[config.mk]
export PLATFORM = sky130hd
export DESIGN_NAME = dbg_override_reg
export DESIGN_NICKNAME = d
export VERILOG_FILES = /design/src/rtl/dbg_override_pkg.sv /design/src/rtl/dbg_cmd_decode.sv /design/src/rtl/dbg_bit_cell.sv /design/src/rtl/dbg_override_reg.sv
export SDC_FILE = /design/constraint.sdc
export NUM_CORES = 1
export LEC_CHECK = 0
export ABC_AREA = 1
export CORE_MARGIN = 2
export CORE_UTILIZATION = 43
export DETAILED_ROUTE_END_ITERATION = 8
export PLACE_DENSITY_LB_ADDON = 0.2
export RECOVER_POWER = 25
export SYNTH_ARGS = -nofsm -noshare
export SYNTH_HDL_FRONTEND = slang
export SYNTH_HIERARCHICAL = 1
export SYNTH_SLANG_ARGS = --single-unit
[constraint.sdc]
create_clock -name clk -period 1.8 [get_ports clk]
set_input_delay 0.54 -clock clk [delete_from_list [all_inputs] [get_ports clk]]
set_output_delay 0.54 -clock clk [all_outputs]
set_load 0.05 [all_outputs]
[src/rtl/dbg_override_pkg.sv]
package dbg_override_pkg;

    typedef enum logic [1:0] {
        OP_NONE    = 2'b00,
        OP_SET     = 2'b01,
        OP_FORCE   = 2'b10,
        OP_RELEASE = 2'b11
    } dbg_op_e;

    typedef struct packed {
        logic store;
        logic pinned;
    } cell_state_t;

endpackage

[src/rtl/dbg_cmd_decode.sv]
module dbg_cmd_decode
    import dbg_override_pkg::*;
#(
    parameter int WIDTH = 8
) (
    input  logic             valid,
    input  logic [1:0]       op,
    input  logic [WIDTH-1:0] mask,
    output logic [WIDTH-1:0] set_v,
    output logic [WIDTH-1:0] force_v,
    output logic [WIDTH-1:0] rel_v
);
    dbg_op_e op_e;

    always_comb begin
        op_e    = dbg_op_e'(op);
        set_v   = '0;
        force_v = '0;
        rel_v   = '0;
        if (valid) begin
            unique case (op_e)
                OP_SET:     set_v   = mask;
                OP_FORCE:   force_v = mask;
                OP_RELEASE: rel_v   = mask;
                default:    ;
            endcase
        end
    end

    always_comb begin
        assert_decode_exclusive_R5: assert ((set_v & force_v) == '0 && (set_v & rel_v) == '0
                                            && (force_v & rel_v) == '0)
            else $error("decoded actions overlap");
    end
endmodule

[src/rtl/dbg_bit_cell.sv]
module dbg_bit_cell
    import dbg_override_pkg::*;
(
    input  logic clk,
    input  logic rst_n,
    input  logic srst,
    input  logic d,
    input  logic set_en,
    input  logic force_en,
    input  logic rel_en,
    input  logic val,
    output logic q,
    output logic pinned
);
    cell_state_t st_d, st_q;
    logic        hit;

    assign hit = set_en | force_en | rel_en;

    always_comb begin
        st_d = st_q;
        if (force_en) begin
            st_d.store  = val;
            st_d.pinned = 1'b1;
        end else if (set_en) begin
            st_d.store  = val;
        end else if (rel_en) begin
            st_d.pinned = 1'b0;
            st_d.store  = srst ? 1'b0 : d;
        end else if (!st_q.pinned) begin
            st_d.store  = srst ? 1'b0 : d;
        end
    end

    always_ff @(posedge clk or negedge rst_n) begin
        if (!rst_n) st_q <= '0;
        else        st_q <= st_d;
    end

    assign q      = st_q.store;
    assign pinned = st_q.pinned;

    assert_set_loads_R1: assert property (@(posedge clk) disable iff (!rst_n)
        set_en |=> (q == $past(val)));
    assert_force_loads_R2: assert property (@(posedge clk) disable iff (!rst_n)
        force_en |=> (q == $past(val)) && pinned);
    assert_pin_holds_R3: assert property (@(posedge clk) disable iff (!rst_n)
        (pinned && !hit) |=> (q == $past(q)) && pinned);
    assert_release_frees_R4: assert property (@(posedge clk) disable iff (!rst_n)
        rel_en |=> !pinned && (q == ($past(srst) ? 1'b0 : $past(d))));
    assert_natural_capture_R6: assert property (@(posedge clk) disable iff (!rst_n)
        (!pinned && !hit && !srst) |=> (q == $past(d)));
    assert_sync_reset_R7: assert property (@(posedge clk) disable iff (!rst_n)
        (!pinned && !hit && srst) |=> (q == 1'b0));
    assert_set_keeps_pin_R8: assert property (@(posedge clk) disable iff (!rst_n)
        (set_en && pinned) |=> pinned);
endmodule

[src/rtl/dbg_override_reg.sv]
module dbg_override_reg
    import dbg_override_pkg::*;
#(
    parameter int WIDTH = 8
) (
    input  logic             clk,
    input  logic             rst_n,
    input  logic             srst,
    input  logic [WIDTH-1:0] d,
    output logic [WIDTH-1:0] q,
    input  logic             dbg_valid,
    input  logic [1:0]       dbg_op,
    input  logic [WIDTH-1:0] dbg_value,
    input  logic [WIDTH-1:0] dbg_mask,
    output logic [WIDTH-1:0] forced
);
    logic [WIDTH-1:0] set_v, force_v, rel_v;

    dbg_cmd_decode #(.WIDTH(WIDTH)) u_decode (
        .valid   (dbg_valid),
        .op      (dbg_op),
        .mask    (dbg_mask),
        .set_v   (set_v),
        .force_v (force_v),
        .rel_v   (rel_v)
    );

    for (genvar i = 0; i < WIDTH; i++) begin : g_bit
        dbg_bit_cell u_cell (
            .clk      (clk),
            .rst_n    (rst_n),
            .srst     (srst),
            .d        (d[i]),
            .set_en   (set_v[i]),
            .force_en (force_v[i]),
            .rel_en   (rel_v[i]),
            .val      (dbg_value[i]),
            .q        (q[i]),
            .pinned   (forced[i])
        );
    end

    assert_idle_keeps_pins_R5: assert property (@(posedge clk) disable iff (!rst_n)
        (!dbg_valid || dbg_op == 2'b00) |=> (forced == $past(forced)));
    assert_unmasked_pins_R10: assert property (@(posedge clk) disable iff (!rst_n)
        dbg_valid |=> ((forced & ~$past(dbg_mask)) == ($past(forced) & ~$past(dbg_mask))));
endmodule

==> impl_metrics.toml, run 1 <==
[sta]
slew_headroom = 0.372
finalClockSkew_ns = 0.00270
hold_viol_final = 0
min_period_over_period = 0.875
drv_slew = 0
setup-violations-final = 0
period_needed_ns = 1.58
max_slew.worst_pin.slew_ns = 0.942
rsz0062_at_grt = "false"
fmaxAchievable_mhz = 635

[final_layout]
syn_to_final_growth_pct = 59.3
nets = 240
fin_area_um2 = 1560
multiInputGateArea_um2 = 472
fillers = 192
instances_no_fill = 236
seq_area_um2 = 400
fin_util = 0.717
diodes = 0
drive_above_1_share = 0.101

[logic_synthesis]
avgSynthCellArea_um2 = 6.18
yosys-top-cells-count = "nand2_1 (51), nor2_1 (32), inv_1 (26), dfrtp_1 (16), nand3_1 (16)"
muxShareOfSynthArea = 0
synth_ff_type = "dfrtp_1"
synth_top_cell_area_share = 0.410
synth_area_leader_cell = "dfrtp_1"
ys_ff_latch = 16
synth-edff-count = 0
synth_compound_area_frac = 0.0819
synth_xor_area_frac = 0
yosysUniqueCellTypes = 8
async_flop_share = 1.00
synthesis.nets = 188
synth_area_leaders = "dfrtp_1 (41%), nand2_1 (20%), nor2_1 (12%), inv_1 (10%), nand3_1 (8.2%)"
ys_seq_area_frac = 0.410
yosys.area_share.simple = 0.401
synth_cells = 158
netlist_area_um2 = 977
yosys.area_share.adder = 0
ys_warn_count = 6
yosysMostFrequentCell = "nand2_1"
synth_top_family_by_area = "simple AND/OR/NAND/NOR gates"

[placement]
gp_congestion = 0.741
place_inst = 233
numPortBuffers = 45
hpwlAfterDp_um = 2150
placed_cell_area_um2 = 1540

[route]
wirelength_um = 2700
route.detailed.drc = 0
dr_total_vias = 1157
drt-pass1-iter-count = 4
via_per_inst = 4.90
wire_per_inst_um = 11.4
drt_iter0_markers = 37
antenna_left = 0

[flow_run]
cap_violations = 0

[hold_path]
min_to = "g_bit[2].u_cell/q"
holdPathStages = 4
min_from = "g_bit[2].u_cell/q"
hold_class = "reg2reg"

[setup_path]
rr_worst_depth = 4
path_class = "in2reg"
start_kind = "input pin"
startpoint = "dbg_op[0]"
worstReg2RegEnd = "g_bit[1].u_cell/q"
arrival_ns = 1.75
crit_required_ns = 1.97
crit_fanout = 8
ff2ff_setup_slack_ns = 0.95
endpoint_kind = "flop"
rr_startpoint = "g_bit[1].u_cell/pinned"

[global_routing]
antenna_found_initial = 0
grtUsageTotal = 0.220
grt_pass1_wl_um = 4370
overflow = 0
grt_pass1_vias = 1077
grt_max_degree = 17

[clock_network]
clk_pin_slew_ns = 0.09
cts_buffer_depth = 2
cts_tree = "yes"
ctsResizeCount = 0
cts_htree_levels = 1
clk_latency_ns = 0.27
cts.sinks = 16
postCtsHoldBufs = 0
cts_buffers = 3
postCtsSetupBuffers = 0
clock-root-buffer = "clkbuf_4"

[power_and_ir_drop]
power_leakage_nw = 0.796
powerDensity_nw_per_um2 = 1080
ir_drop_uv = 648

[outcome]
status = "complete, no violations"

[floorplan]
row_count = 17
dieArea_um2 = 2670
ios = 46
die_w_um = 51.7
start_util = 0.450
core_area_um2 = 2170
die_y_um = 51.7
==> routing by layer <==
metal | GRT usage | vias to the layer above | routed length, µm
li1 | - | 584 | -
met1 | 0.254 | 528 | 1070
met2 | 0.406 | 43 | 1420
met3 | 0.0402 | 2 | 189
met4 | 0.0746 | 0 | 17
met5 | 0 | - | 0
==> cells in the final DEF (no fill, tap or decap) <==
master / Yosys / layout
clkdlybuf4s50_1: 0 / 28
buf_4: 1 / 10
dlygate4sd3_1: 0 / 1
inv_1: 26 / 26
buf_12: 0 / 8
clkbuf_1: 0 / 1
dfrtp_1: 16 / 16
clkbuf_4: 0 / 3
nor2_1: 32 / 32
o21ai_0: 8 / 8
nand3_1: 16 / 16
nand2_1: 51 / 51
a21oi_1: 8 / 8
==> metrics by stage <==
step | power (mW) | hold slack, ns | setup TNS (ns) | setup slack (ns)
finish | 1.68 | 0.612 | 0 | 0.224
global route | 1.77 | 0.648 | 0 | 0.0939
CTS | 1.69 | 0.573 | 0 | 0.246
detailed placement | 1.50 | 0.596 | -0.288 | -0.0596
global placement | 1.48 | 0.577 | 0 | 0.0354
floorplan | 1.08 | 0.244 | 0 | 0.590
==> worst max-delay path, cell delays in order <==
cell             delay (ns)
clkdlybuf4s50_1        0.51
nand2_1                0.22
nor2_1                 0.26
nor2_1                 0.06
nand3_1                0.10
nand2_1                0.05
==> cells by family (layout without fill, tap and decap cells) <==
| family | Yosys count | in the layout |
|---|---|---|
| DFF | 16 | 16 |
| and+or+nand+nor | 99 | 99 |
| buffers and inverters | 27 | 77 |
| AOI/OAI and AO/OA | 16 | 16 |
==> final cells by class <==
cell class                      count  share of cell area
Multi-Input combinational cell    115               0.303
Clock buffer                        3              0.0145
Inverter                           26              0.0627
Sequential cell                    16               0.257
Tap cell                           28              0.0225
Timing Repair Buffer               48               0.340
==> registers in the layout, summed over array words and instances, names as in the netlist <==
name / cells
g_bit.u_cell/q: 8
g_bit.u_cell/pinned: 8
==> where the power goes <==
part           leakage, nW  internal (mW)  total, mW  switching, mW
clock               0.0138         0.0774      0.186          0.108
combinational        0.597          0.378      0.933          0.555
sequential           0.185          0.458      0.557         0.0994
==> how the worst max path moves through the flow <==
stage                                         to  slack, ns  cells after the start
after floorplan                g_bit[6].u_cell/q       0.59                      8
after global placement         g_bit[4].u_cell/q       0.04                      8
after detailed placement       g_bit[4].u_cell/q      -0.06                      8
after CTS                      g_bit[4].u_cell/q       0.25                      8
after global routing      g_bit[1].u_cell/pinned       0.09                      2
final                          g_bit[7].u_cell/q       0.22                      6
(Power assumes the default switching activity.)
==> inputs of run 2 (changes only) <==
Settings changed: CORE_UTILIZATION 43 to 45, CTS_BUF_LIST set to sky130_fd_sc_hd__clkbuf_2, SLEW_MARGIN set to 20.
==> run 2 against run 1 <==
- clock skew increased by 0.0035 ns
- register-to-register slack hardly changed
- utilization grew 5.0 points
- cell area fell by 1.3%
- sequential power about the same
- non-clock buffer count decreased by 2
- die area fell by 4.1%
- highest routed layer unchanged
==> impl_metrics.toml, run 2 (same netlist as run 1, synthesis figures left out) <==
[placement]
gp_congestion = 0.787
hpwlAfterDp_um = 2130
numPortBuffers = 45

[setup_path]
cp-endpoint = "g_bit[4].u_cell/q"
ff2ff_setup_slack_ns = 0.95
crit_cells = 8
crit_buf_inv = 2
rr_startpoint = "g_bit[1].u_cell/pinned"
endpoint_kind = "flop"
start_kind = "input pin"
path_class = "in2reg"
max_stage_delay_ns = 0.61
path_cells = "clkdlybuf4s50_1 -> nand2_1 -> nor2_1 -> inv_1 -> nand2_1 -> nand2_1 -> nand3_1 -> nand2_1"
crit_fanout = 8
arrival_ns = 1.75
worstReg2RegEnd = "g_bit[1].u_cell/q"
crit_slowest_cell = "clkdlybuf4s50_1"
rr_worst_depth = 4
crit_path_frequent_cell = "nand2_1"
startpoint = "dbg_valid"
crit_required_ns = 1.99
crit_family = "buffers and inverters"

[clock_network]
postCtsHoldBufs = 0
cts_htree_levels = 1
clk_latency_ns = 0.28
ctsResizeCount = 0
cts.sinks = 16
cts_buffer_depth = 2
clk_pin_slew_ns = 0.16
postCtsSetupBuffers = 0
cts_buffers = 3
cts_tree = "yes"
clock-root-buffer = "clkbuf_2"

[floorplan]
die_w_um = 50.6
die_y_um = 50.6
start_util = 0.488
row_count = 16
ios = 46
dieArea_um2 = 2560
core_area_um2 = 2000

[final_layout]
syn_to_final_growth_pct = 57.2
multiInputGateArea_um2 = 472
drive_above_1_share = 0.0918
fillers = 147
diodes = 0
final_common_cell = "nand2_1"
seq_area_um2 = 400
nets = 238
layout_common_cells = "nand2_1 (51), nor2_1 (32), clkdlybuf4s50_1 (28), inv_1 (26)"

[global_routing]
grt_pass1_wl_um = 4240
antenna_found_initial = 0
grt_pass1_vias = 1073
overflow = 0
grtUsageTotal = 0.219
grt_max_degree = 17

[hold_path]
holdPathStages = 2
hold_class = "reg2reg"

[sta]
setup-tns-final_ns = 0
period_needed_ns = 1.56
drv_slew = 0
slew_headroom = 0.404
hold_viol_final = 0
finalClockSkew_ns = 0.00619
fmaxAchievable_mhz = 642
setup-violations-final = 0
rsz0062_at_grt = "false"
max_slew.worst_pin.slew_ns = 0.895
whs_ns = 0.623
min_period_over_period = 0.865

[route]
wire_per_inst_um = 11.4
route.detailed.drc = 0
antenna_left = 0
drt_iter0_markers = 33
dr_total_vias = 1142
wirelength_um = 2670
drt-pass1-iter-count = 4
via_per_inst = 4.88

[power_and_ir_drop]
ir_drop_uv = 893
power_leakage_nw = 0.787
powerDensity_nw_per_um2 = 1080
power.total_mw = 1.66

[flow_run]
cap_violations = 0

[outcome]
status = "complete, no violations"
## run 2: cell types whose count changed in the layout (fill, tap and decap cells not counted), sizes merged
cell	delta
clkinv	+1
buf	-2
## run 2: layout make-up
type                    count  share of cell area
clock buffers               3             0.00977
clock inverters             1             0.00244
inverters                  26              0.0635
multi-input cells         115               0.307
flip-flops and latches     16               0.261
well taps                  27              0.0220
repair buffers             46               0.335
## run 2: layer usage
| metal | share of wire | GRT usage | vias to the layer above | wire length, µm |
|---|---|---|---|---|
| li1 | - | - | 586 | - |
| met2 | 0.50 | 0.366 | 52 | 1340 |
| met4 | 0.012 | 0.126 | 0 | 32 |
| met5 | 0 | 0 | - | 0 |
| met1 | 0.42 | 0.266 | 500 | 1120 |
| met3 | 0.070 | 0.0327 | 4 | 188 |
## run 2: metrics by stage
stage	cell area, µm²	worst slack, ns	instances	utilization
6_report	1540	0.243	234	0.768
4_1_cts	1540	0.261	234	0.769
2_1_floorplan	977	0.590	158	-
3_3_place_gp	1520	-0.0136	230	0.760
3_5_place_dp	1520	-0.0675	230	0.760
5_1_grt	1540	0.0994	234	0.768
## run 2: power by group
| group | switching (mW) | internal [mW] |
|---|---|---|
| combinational | 0.554 | 0.375 |
| clock | 0.117 | 0.0484 |
| sequential | 0.103 | 0.457 |
## run 2: tightest hold or removal path: cells and delay by family (launching register included)
| kind | cells | cell delay, ns |
|---|---|---|
| flip-flops | 1 | 0.46 |
| AO/OA/AOI/OAI | 1 | 0.09 |
| AND/OR/NAND/NOR | 1 | 0.05 |
## run 2: worst min path at each step
| stage | from | endpoint | slack, ns |
|---|---|---|---|
| detailed placement | g_bit[5].u_cell/pinned | g_bit[5].u_cell/pinned | 0.59 |
| finish | g_bit[5].u_cell/pinned | g_bit[5].u_cell/pinned | 0.62 |
| global route | g_bit[3].u_cell/pinned | g_bit[3].u_cell/pinned | 0.66 |
| global placement | g_bit[0].u_cell/pinned | g_bit[0].u_cell/pinned | 0.58 |
| CTS | rst_n | g_bit[0].u_cell/q | 0.56 |
| floorplan | rst_n | g_bit[0].u_cell/pinned | 0.24 |
==> inputs of run 3 (changes only) <==
Settings changed: CELL_PAD_IN_SITES_DETAIL_PLACEMENT set to 1, CELL_PAD_IN_SITES_GLOBAL_PLACEMENT set to 1, CORE_UTILIZATION 45 to 29, GPL_ROUTABILITY_DRIVEN set to 0.
==> run 3 against run 2 <==
- global-route usage shrank 4.2 points
- routed wire length grew 15%
- cell area rose by 2.5%
- sequential share of layout area shrank 0.64 points
- clock-buffer cell count is the same
- non-clock buffer count increased by 2
- critical path depth down 2
- maximum frequency up 0.63%
- via count decreased by 2.0%
- critical endpoint unchanged
==> impl_metrics.toml, run 3 (same netlist as run 1, synthesis figures left out) <==
[global_routing]
overflow = 0
grt_pass1_wl_um = 4950
antenna_found_initial = 0
grt_pass1_vias = 1192
grt_max_degree = 17
grtUsageTotal = 0.177

[setup_path]
startpoint = "dbg_op[0]"
cp-endpoint = "g_bit[4].u_cell/q"
path_class = "in2reg"
max_stage_delay_ns = 0.50
crit_path_frequent_cell = "nand2_1"
path_cells = "clkdlybuf4s50_1 -> inv_1 -> nand2_1 -> nor2_1 -> o21ai_0 -> nand2_1"
crit_required_ns = 2.01
crit_slowest_cell = "clkdlybuf4s50_1"
crit_fanout = 8
start_kind = "input pin"
ff2ff_setup_slack_ns = 0.94
worstReg2RegEnd = "g_bit[3].u_cell/q"
rr_startpoint = "g_bit[3].u_cell/pinned"
rr_worst_depth = 4
endpoint_kind = "flop"
arrival_ns = 1.76

[clock_network]
clk_pin_slew_ns = 0.19
cts.sinks = 16
cts_buffers = 3
postCtsHoldBufs = 0
cts_buffer_depth = 2
cts_tree = "yes"
ctsResizeCount = 0
postCtsSetupBuffers = 0
cts_htree_levels = 1
clock-root-buffer = "clkbuf_2"
clk_latency_ns = 0.30

[final_layout]
fin_area_um2 = 1580
fin_util = 0.480
layout_common_cells = "nand2_1 (51), nor2_1 (32), clkdlybuf4s50_1 (28), inv_1 (26)"
diodes = 0
syn_to_final_growth_pct = 61.2
fillers = 465
drive_above_1_share = 0.100
nets = 240
final_common_cell = "nand2_1"

[route]
dr_total_vias = 1119
antenna_left = 0
drt_iter0_markers = 18
wire_per_inst_um = 12.1
drt-pass1-iter-count = 3
wirelength_um = 3080
via_per_inst = 4.39
route.detailed.drc = 0

[sta]
slew_headroom = 0.344
fmaxAchievable_mhz = 646
max_slew.worst_pin.slew_ns = 0.984
drv_slew = 0
rsz0062_at_grt = "false"
setup-tns-final_ns = 0
finalClockSkew_ns = 0.0125
setup-violations-final = 0
setup_slack_ns = 0.253
period_needed_ns = 1.55
hold_viol_final = 0
min_period_over_period = 0.860

[floorplan]
core_area_um2 = 3280
row_count = 21
start_util = 0.298
dieArea_um2 = 3850
die_y_um = 62.1
ios = 46
die_w_um = 62.1

[hold_path]
hold_class = "reg2reg"

[placement]
numPortBuffers = 45
dp_slack_ns = -0.0717
placed_cell_area_um2 = 1560
hpwlAfterDp_um = 2510

[power_and_ir_drop]
powerDensity_nw_per_um2 = 1060
power.total_mw = 1.67
ir_drop_uv = 469
power_leakage_nw = 0.796

[outcome]
status = "complete, no violations"

[flow_run]
cap_violations = 0
[run 3: changes by cell type in the layout (fill, tap and decap cells not counted), sizes merged]
cell	change
buf	+2
[run 3: stage by stage]
stage	cells	hold slack, ns
CTS	255	0.535
global placement	251	0.576
finish	255	0.629
floorplan	158	0.244
detailed placement	251	0.594
global route	255	0.657
[run 3: layer usage]
| metal | track usage | vias to the layer above | share of wire |
|---|---|---|---|
| li1 | - | 583 | - |
| met1 | 0.223 | 510 | 0.45 |
| met2 | 0.310 | 24 | 0.50 |
| met3 | 0.0248 | 2 | 0.044 |
| met4 | 0.0547 | 0 | 0.0062 |
| met5 | 0 | - | 0 |
[run 3: layout make-up]
| class | instances | area (µm²) | area share |
|---|---|---|---|
| multi-input combinational | 115 | 472 | 0.299 |
| clock inverter | 1 | 3.75 | 0.00238 |
| sequential | 16 | 400 | 0.254 |
| clock buffer | 3 | 15.0 | 0.00953 |
| tap | 46 | 57.6 | 0.0365 |
| timing repair buffer | 48 | 529 | 0.336 |
| inverter | 26 | 97.6 | 0.0620 |
[run 3: worst max-delay path, delay by kind of cell]
family                 cells  cell delay [ns]
buffers and inverters      2             0.55
AOI/OAI and AO/OA          1             0.26
and+or+nand+nor            3             0.40
[run 3: report_power, final]
part	switching, mW	internal [mW]	total [mW]	leakage [nW]
logic	0.562	0.378	0.940	0.597
clock network	0.128	0.0483	0.176	0.0140
registers	0.0999	0.457	0.557	0.185
total	0.789	0.884	1.67	0.796
[run 3: how the worst min path moves through the flow]
stage	slack [ns]	depth (start not counted)	end	start
2_1_floorplan	0.24	0	g_bit[0].u_cell/pinned	rst_n
3_3_place_gp	0.58	2	g_bit[6].u_cell/pinned	g_bit[6].u_cell/pinned
3_5_place_dp	0.59	2	g_bit[6].u_cell/pinned	g_bit[6].u_cell/pinned
4_1_cts	0.53	2	g_bit[2].u_cell/q	rst_n
5_1_grt	0.66	2	g_bit[6].u_cell/pinned	g_bit[6].u_cell/pinned
6_report	0.63	2	g_bit[6].u_cell/pinned	g_bit[6].u_cell/pinned
